<file path="config.mk">
export PLATFORM = sky130hd
export DESIGN_NAME = tick_timer
export DESIGN_NICKNAME = d
export VERILOG_FILES = /design/src/rtl/tmr_pkg.sv /design/src/rtl/tmr_tap_select.sv /design/src/rtl/tmr_read_mux.sv /design/src/rtl/tick_timer.sv
export SDC_FILE = /design/constraint.sdc
export NUM_CORES = 1
export LEC_CHECK = 0
export ABC_AREA = 1
export BUFFER_PORTS_ARGS = -buffer_cell sky130_fd_sc_hd__buf_2
export CAP_MARGIN = 20
export CORE_ASPECT_RATIO = 0.75
export CORE_UTILIZATION = 59
export CTS_BUF_LIST = sky130_fd_sc_hd__clkbuf_16
export DETAILED_ROUTE_END_ITERATION = 6
export PLACE_DENSITY = 0.86
export SYNTH_ARGS = -nofsm -noshare
export SYNTH_HDL_FRONTEND = slang
export SYNTH_SLANG_ARGS = --single-unit
</file>
<file path="constraint.sdc">
create_clock -name clk -period 2.15 [get_ports clk]
set_clock_uncertainty 0.05 [all_clocks]
set_input_delay 0.215 -clock clk [delete_from_list [all_inputs] [get_ports clk]]
set_output_delay 0.215 -clock clk [all_outputs]
set_load 0.02 [all_outputs]
</file>
<file path="src/rtl/tmr_pkg.sv">
package tmr_pkg;
    localparam logic [1:0] OFS_DIV  = 2'd0;
    localparam logic [1:0] OFS_CNT  = 2'd1;
    localparam logic [1:0] OFS_MOD  = 2'd2;
    localparam logic [1:0] OFS_CTL  = 2'd3;
    localparam int         CTL_EN_BIT = 2;

    typedef enum logic [1:0] {
        PH_RUN   = 2'd0,
        PH_PEND  = 2'd1,
        PH_ABORT = 2'd2
    } phase_e;
endpackage

</file>
<file path="src/rtl/tmr_tap_select.sv">
module tmr_tap_select #(
    parameter int DIV_W = 16,
    parameter int TAP0  = 9,
    parameter int TAP1  = 3,
    parameter int TAP2  = 5,
    parameter int TAP3  = 7
) (
    input  logic [DIV_W-1:0] div_val,
    input  logic             enable,
    input  logic [1:0]       rate_sel,
    output logic             gated
);
    logic picked;

    always_comb begin
        unique case (rate_sel)
            2'd0:    picked = div_val[TAP0];
            2'd1:    picked = div_val[TAP1];
            2'd2:    picked = div_val[TAP2];
            default: picked = div_val[TAP3];
        endcase
        gated = picked & enable;
    end
endmodule

</file>
<file path="src/rtl/tmr_read_mux.sv">
module tmr_read_mux #(
    parameter int DIV_W = 16
) (
    input  logic [1:0]       reg_addr,
    input  logic [DIV_W-1:0] div_val,
    input  logic [7:0]       cnt_val,
    input  logic [7:0]       mod_val,
    input  logic             enable,
    input  logic [1:0]       rate_sel,
    output logic [7:0]       rd_data
);
    import tmr_pkg::*;

    always_comb begin
        rd_data = '0;
        unique case (reg_addr)
            OFS_DIV: rd_data = div_val[DIV_W-1 -: 8];
            OFS_CNT: rd_data = cnt_val;
            OFS_MOD: rd_data = mod_val;
            default: begin
                rd_data[CTL_EN_BIT] = enable;
                rd_data[1:0]        = rate_sel;
            end
        endcase
    end
endmodule

</file>
<file path="src/rtl/tick_timer.sv">
module tick_timer #(
    parameter int DIV_W      = 16,
    parameter int PEND_STEPS = 4,
    parameter int TAP0       = 9,
    parameter int TAP1       = 3,
    parameter int TAP2       = 5,
    parameter int TAP3       = 7
) (
    input  logic       clk,
    input  logic       rst_n,
    input  logic       wr_en,
    input  logic [1:0] reg_addr,
    input  logic [7:0] wr_data,
    output logic [7:0] rd_data,
    output logic       irq,
    input  logic       irq_clr
);
    import tmr_pkg::*;

    localparam int STEP_W = $clog2(PEND_STEPS + 1);
    localparam logic [STEP_W-1:0] STEP_LAST = STEP_W'(PEND_STEPS);

    typedef struct packed {
        logic [DIV_W-1:0]  div;
        logic [7:0]        cnt;
        logic [7:0]        mod;
        logic              en;
        logic [1:0]        sel;
        logic              gate;
        phase_e            phase;
        logic [STEP_W-1:0] step;
        logic              irq;
    } tmr_state_t;

    tmr_state_t st_q, st_d;

    logic             wr_div, wr_cnt, wr_mod, wr_ctl;
    logic             frozen;
    logic [DIV_W-1:0] div_nx;
    logic             en_nx;
    logic [1:0]       sel_nx;
    logic             gate_now;

    // decode and the values the tap looks at this tick
    always_comb begin
        wr_div = wr_en && (reg_addr == OFS_DIV);
        wr_cnt = wr_en && (reg_addr == OFS_CNT);
        wr_mod = wr_en && (reg_addr == OFS_MOD);
        wr_ctl = wr_en && (reg_addr == OFS_CTL);
        frozen = (st_q.phase != PH_RUN) && (st_q.step < STEP_LAST);
        if (wr_div)      div_nx = '0;
        else if (frozen) div_nx = st_q.div;
        else             div_nx = st_q.div + 1'b1;
        en_nx  = wr_ctl ? wr_data[CTL_EN_BIT] : st_q.en;
        sel_nx = wr_ctl ? wr_data[1:0]        : st_q.sel;
    end

    tmr_tap_select #(
        .DIV_W(DIV_W), .TAP0(TAP0), .TAP1(TAP1), .TAP2(TAP2), .TAP3(TAP3)
    ) u_tap (
        .div_val  (div_nx),
        .enable   (en_nx),
        .rate_sel (sel_nx),
        .gated    (gate_now)
    );

    // next-state computation
    always_comb begin
        logic [7:0] base;
        logic       fall;
        logic       raise;

        st_d     = st_q;
        st_d.div = div_nx;
        st_d.en  = en_nx;
        st_d.sel = sel_nx;
        if (wr_mod) st_d.mod = wr_data;
        base  = st_q.cnt;
        fall  = 1'b0;
        raise = 1'b0;

        if (frozen) begin
            // pending window: only the step count moves
            st_d.step = st_q.step + 1'b1;
            if (wr_cnt) begin
                st_d.cnt = wr_data;
                if (st_q.phase == PH_PEND) st_d.phase = PH_ABORT;
            end
        end else begin
            if (st_q.phase == PH_PEND) begin
                base  = st_q.mod;
                raise = 1'b1;
            end
            st_d.phase = PH_RUN;
            st_d.step  = '0;
            fall       = st_q.gate & ~gate_now;
            st_d.gate  = gate_now;
            if (wr_cnt && (st_q.phase != PH_PEND)) begin
                st_d.cnt = wr_data;
            end else if (fall) begin
                if (base == 8'hFF) begin
                    st_d.cnt   = 8'h00;
                    st_d.phase = PH_PEND;
                end else begin
                    st_d.cnt = base + 8'd1;
                end
            end else begin
                st_d.cnt = base;
            end
        end

        if (raise)        st_d.irq = 1'b1;
        else if (irq_clr) st_d.irq = 1'b0;
    end

    always_ff @(posedge clk) begin
        if (!rst_n) begin
            st_q <= '0;
        end else begin
            st_q <= st_d;
        end
    end

    tmr_read_mux #(.DIV_W(DIV_W)) u_rd (
        .reg_addr (reg_addr),
        .div_val  (st_q.div),
        .cnt_val  (st_q.cnt),
        .mod_val  (st_q.mod),
        .enable   (st_q.en),
        .rate_sel (st_q.sel),
        .rd_data  (rd_data)
    );

    assign irq = st_q.irq;

    // named views used by the bound checker
    logic [DIV_W-1:0]  div_cur;
    logic [7:0]        cnt_cur;
    logic [1:0]        phase_cur;
    logic [STEP_W-1:0] step_cur;
    assign div_cur   = st_q.div;
    assign cnt_cur   = st_q.cnt;
    assign phase_cur = st_q.phase;
    assign step_cur  = st_q.step;
endmodule

</file>
# Word-level counts from Yosys, hierarchy flattened
# Index checks and enable logic that the tools add are counted.
dict set report totals {
  reg_bits 42
  out_inout_bits 9
  elab_cells 65
}
dict set report classes {
  addsub 3
  magnitude_cmp 1
  n_eq_ne 10
  n_mux 24
  n_bitwise 4
  n_reduce_logical 13
}
# cell n
set ops {}
lappend ops {{$mux 8} 7}
lappend ops {{$mux 10} 2}
lappend ops {{$add 16x1->16 const B} 1}
lappend ops {{$pmux 5 s3} 1}
lappend ops {{$pmux 3 s3} 1}
lappend ops {{$add 8x1->8 const B} 1}
lappend ops {{$eq 8x8->1 const B} 1}
lappend ops {{$mux 1} 8}
lappend ops {{$eq 2x1->1 const B} 3}
lappend ops {{$eq 2x2->1 const B} 3}
lappend ops {{$logic_and 1x1->1} 6}
lappend ops {{$mux 2} 3}
lappend ops {{$mux 5} 1}
lappend ops {{$logic_not 2->1} 2}
lappend ops {{$ne 2x1->1 const B} 2}
lappend ops {{$reduce_and 2->1} 2}
lappend ops {{$reduce_bool 2->1} 2}
lappend ops {{$add 3x1->3 const B} 1}
lappend ops {{$lt 3x3->1 const B} 1}
lappend ops {{$pmux 1 s3} 1}
lappend ops {{$and 1x1->1} 2}
lappend ops {{$ne 2x2->1 const B} 1}
lappend ops {{$not 1->1} 2}
lappend ops {{$reduce_or 2->1} 1}

# Depth between registers and ports, before layout
dict set report logic_depth {
  word_depth 11
  mapped_depth 15
}

# Modules after synthesis
# From an unflattened synthesis, not the netlist that was laid out.
dict set report unflattened {
  cells_unflattened 416
  hier_area_um2 2763.9
}
# mod instances cells_each area_each_um2 seq_area_each_um2
set by_module_without_submodules {}
lappend by_module_without_submodules {tick_timer 1 362 2504.9 840.8}
lappend by_module_without_submodules {tmr_read_mux 1 42 210.2 0.0}
lappend by_module_without_submodules {tmr_tap_select 1 12 48.8 0.0}

# Worst setup path after synthesis
# OpenSTA, ideal clock, no wires.
dict set report synth_path {
  kind {flip-flop to flip-flop}
  startpoint {reg st_q, in the netlist phase_cur[0]}
  endpoint {reg st_q, in the netlist cnt_cur[6]}
  setup_ns 0.070
  arrival_ns 1.696
  slack_ns 0.334
  path_stages_with_launch 12
  n_path_buf 1
  cell_sequence {dfxtp_1 > nand2_2 > buf_6 > o21ai_1 > inv_2 > ha_1 > nand3_1 > xor2_1 > nand3_1 > nand3_1 > nand2_1 > a21oi_1}
}
dict set report synth_between {
  elab_chain_len 11
}
# element line_no
set synth_rtl {}
lappend synth_rtl {{start: declaration} tick_timer.sv:35} ;# tmr_state_t st_q, st_d;
lappend synth_rtl {{start signal: assignment} tick_timer.sv:120} ;# st_q <= st_d;
lappend synth_rtl {{branches (longest 11 deep; another with $add 8x1->8)} -}
# Parallel ways; which one is timed is not known. The select of a mux whose other input is x is not followed.
# A chain may end at the register's enable or synchronous reset.

# Worst setup path in the final report
dict set report layout_path {
  startpoint {reg st_q, in the netlist phase_cur[1]}
  endpoint {reg st_q, in the netlist cnt_cur[6]}
}
# Same word-level chain as after synthesis.

==> run metrics <==
crit-path max FO=7; wire length per cell=13.6 um; Ports=23; critical path data required time=2.31 ns; CP bufs+invs=2; vias=2550; period utilisation layout=89.8%; router iterations before antenna repair=6; Clock Tree Buf Depth=2; Worst Path Class, Setup=flop to flop; WP data arrival=2.10 ns; register area=841 sq um; grt total ovfl=0; endpoints failing setup=0; TritonCTS Buffers=5; Post-synth top flop=dfxtp_1; crit-path max cell delay=0.37 ns; Die Y=57.7 um; Most Frequent Cell on Critical Path=nand3_1; filler instances=329; Initial Util=64.1%; number of flops mapped to enable cells by yosys=0; Cells after DPL=442; share of cells above drive strength 1=17.8%; Core ar.=3800 sq um; Final Hold Fails=0; top-count cell post-synth=nand2_1; met3 WL post-DR=437 um; post-CTS setup buffers=0; Root Buffer=clkbuf_16; Layout area overhead=14.3%; Crit-path slowest cell=dfxtp_1; Seq cells post-synth=42; Area contributors post-synth=dfxtp_1 (34%), nand2_1 (16%), inv_1 (7.2%); Slew Viols, Final=0; Netlist Area Pre-Place=2440 sq um; die area=4400 sq um; uppermost routed layer=met4; Seq/Total Area, Yosys=34.5%; largest net degree at the start of global routing=18; status=finished clean; CP Launch Type=flop; fin area=2790 sq um; antenna violations before repair=0; unrepaired setup endpoints after global routing=false; Die X=76.2 um; vias in the first global route=2225; CP cell instances=inv_1 -> nand2_2 -> nand2_1 -> o21ai_1 -> inv_2 -> ha_1 -> nand3_1 -> xor2_1 -> nand3_1 -> nand3_1 -> nand2_1 -> a21oi_1; non-filler cells, final=450; metal1 wirelength=2.89 mm; routed wire length=6.14 mm; clk slew on worst S/H paths=0.06 ns; post-synth cell types=38; Iteration-0 DRC Markers=263; All-Layer GR Usage=29.2%; Final TNS setup=0 ns; delay-heaviest family, CP=simple AND/OR/NAND/NOR gates; vias per inst=5.67; synth cell count leaders=nand2_1 (101), inv_1 (47), dfxtp_1 (42), nand3_1 (29); Multi-input gate area=1370 sq um; Synth Warn #=0; H-Tree Depth=2; DP HPWL=4.57 mm; largest area contributor in the netlist=dfxtp_1; mean area per synthesized cell=6.66 sq um; CTS tree=built; CTS sink count=42; static leakage=1.21 nW; first-pass GRT wire length=10.1 mm; GP Congestion=0.908; # DRC=0; PortBufs=22; remaining antenna violation count=0; Async S/R FF share, synth=0%; P per Cell Area=605 nW/um^2; routed wl met2=2.72 mm; # rows=19; post-synth top area share=34.5%; slew at the pin closest to its max-slew limit=0.404 ns; nets=414; Setup crit end kind=flop; slew margin rel.=73.1%; Max Fclk=518 MHz; Peak VDD IR=0.470 mV; post-route minimum period=1.93 ns; antenna cells=0; post-synth net total=383; clk_lat worst skew=0.29 ns; Hold Crit Class=input port to flop; Placed Area=2630 sq um; MaxCap Viol Count=0; Post-Syn Instances=366
## worst paths after layout
check        slack (ns)          from           to  cells after the start
max                0.22  phase_cur[1]   cnt_cur[6]                     12
min                0.13       irq_clr          irq                      4
max reg2reg        0.22  phase_cur[1]   cnt_cur[6]                     12
min reg2reg        0.38   step_cur[0]  step_cur[0]                      1
## worst register-to-register path, cell delays in order, from the launching register on
cell and delay (ns):
dfxtp_1 0.37, inv_1 0.09, nand2_2 0.16, nand2_1 0.08, o21ai_1 0.15, inv_2 0.09, ha_1 0.26, nand3_1 0.11
xor2_1 0.15, nand3_1 0.10, nand3_1 0.10, nand2_1 0.05, a21oi_1 0.12
## sequential cells by signal, indices dropped and copies added (netlist names)
name	flops
phase_cur	2
step_cur	3
irq	1
cnt_cur	8
st_q	12
div_cur	16
## cell usage in the layout, fill, tap and decap left out, types with 6 or more instances in the layout
master and count:
nor2_1 25, a21oi_1 27, nor2_2 8, o21ai_0 16
o21ai_1 7, dfxtp_1 42, inv_1 48, buf_4 6
nand2_1 101, buf_2 22, nand3_1 28, nand4_1 6
## kinds of logic (layout without fill, tap and decap cells)
| family | after synthesis | in the layout | synth area share, % |
|---|---|---|---|
| DFF | 42 | 42 | 34.5 |
| AOI/OAI and AO/OA | 69 | 69 | 17.1 |
| adders and majority gates | 3 | 3 | 1.54 |
| muxes | 1 | 1 | 0.410 |
| buffers and inverters | 60 | 92 | 9.95 |
| xor gates and xnor gates | 4 | 4 | 1.44 |
| and+or+nand+nor | 187 | 187 | 35.0 |
## layer usage
layer	GRT usage, %	vias up
met2	45.9	125
met1	40.6	1160
met3	5.67	13
met5	1.11	-
li1	-	1252
met4	9.62	0
## final cells by class
class / count / share of cell area (%)
Timing Repair Buffer: 29 / 5.97
Inverter: 55 / 7.50
Sequential cell: 42 / 30.2
Multi-Input combinational cell: 264 / 49.1
Tap cell: 52 / 2.33
Clock buffer: 5 / 4.49
Clock inverter: 3 / 0.449
## through the flow
step                      setup slack, ns  hold WS [ns]  power [mW]  utilization, %
after global placement              0.267         0.358       0.982            69.2
final                               0.219         0.132        1.69            73.3
after detailed placement            0.229         0.367       0.985            69.2
after floorplan                     0.334         0.303       0.928               -
after CTS                           0.201         0.135        1.69            72.8
after global routing               0.0113         0.142        1.75            73.3
## power breakdown
part | total (mW) | switching (mW) | internal (mW) | leakage, nW
clock | 0.714 | 0.294 | 0.419 | 0.0724
combinational | 0.164 | 0.109 | 0.0552 | 0.798
sequential | 0.810 | 0.0138 | 0.796 | 0.340
total | 1.69 | 0.417 | 1.27 | 1.21
## repair_timing
action,4_1_cts,5_1_grt
hold buffers,0,0
gates resized for setup,0,5
endpoints found under the setup margin,0,3
Note: power is estimated with default switching activity, not from simulation.
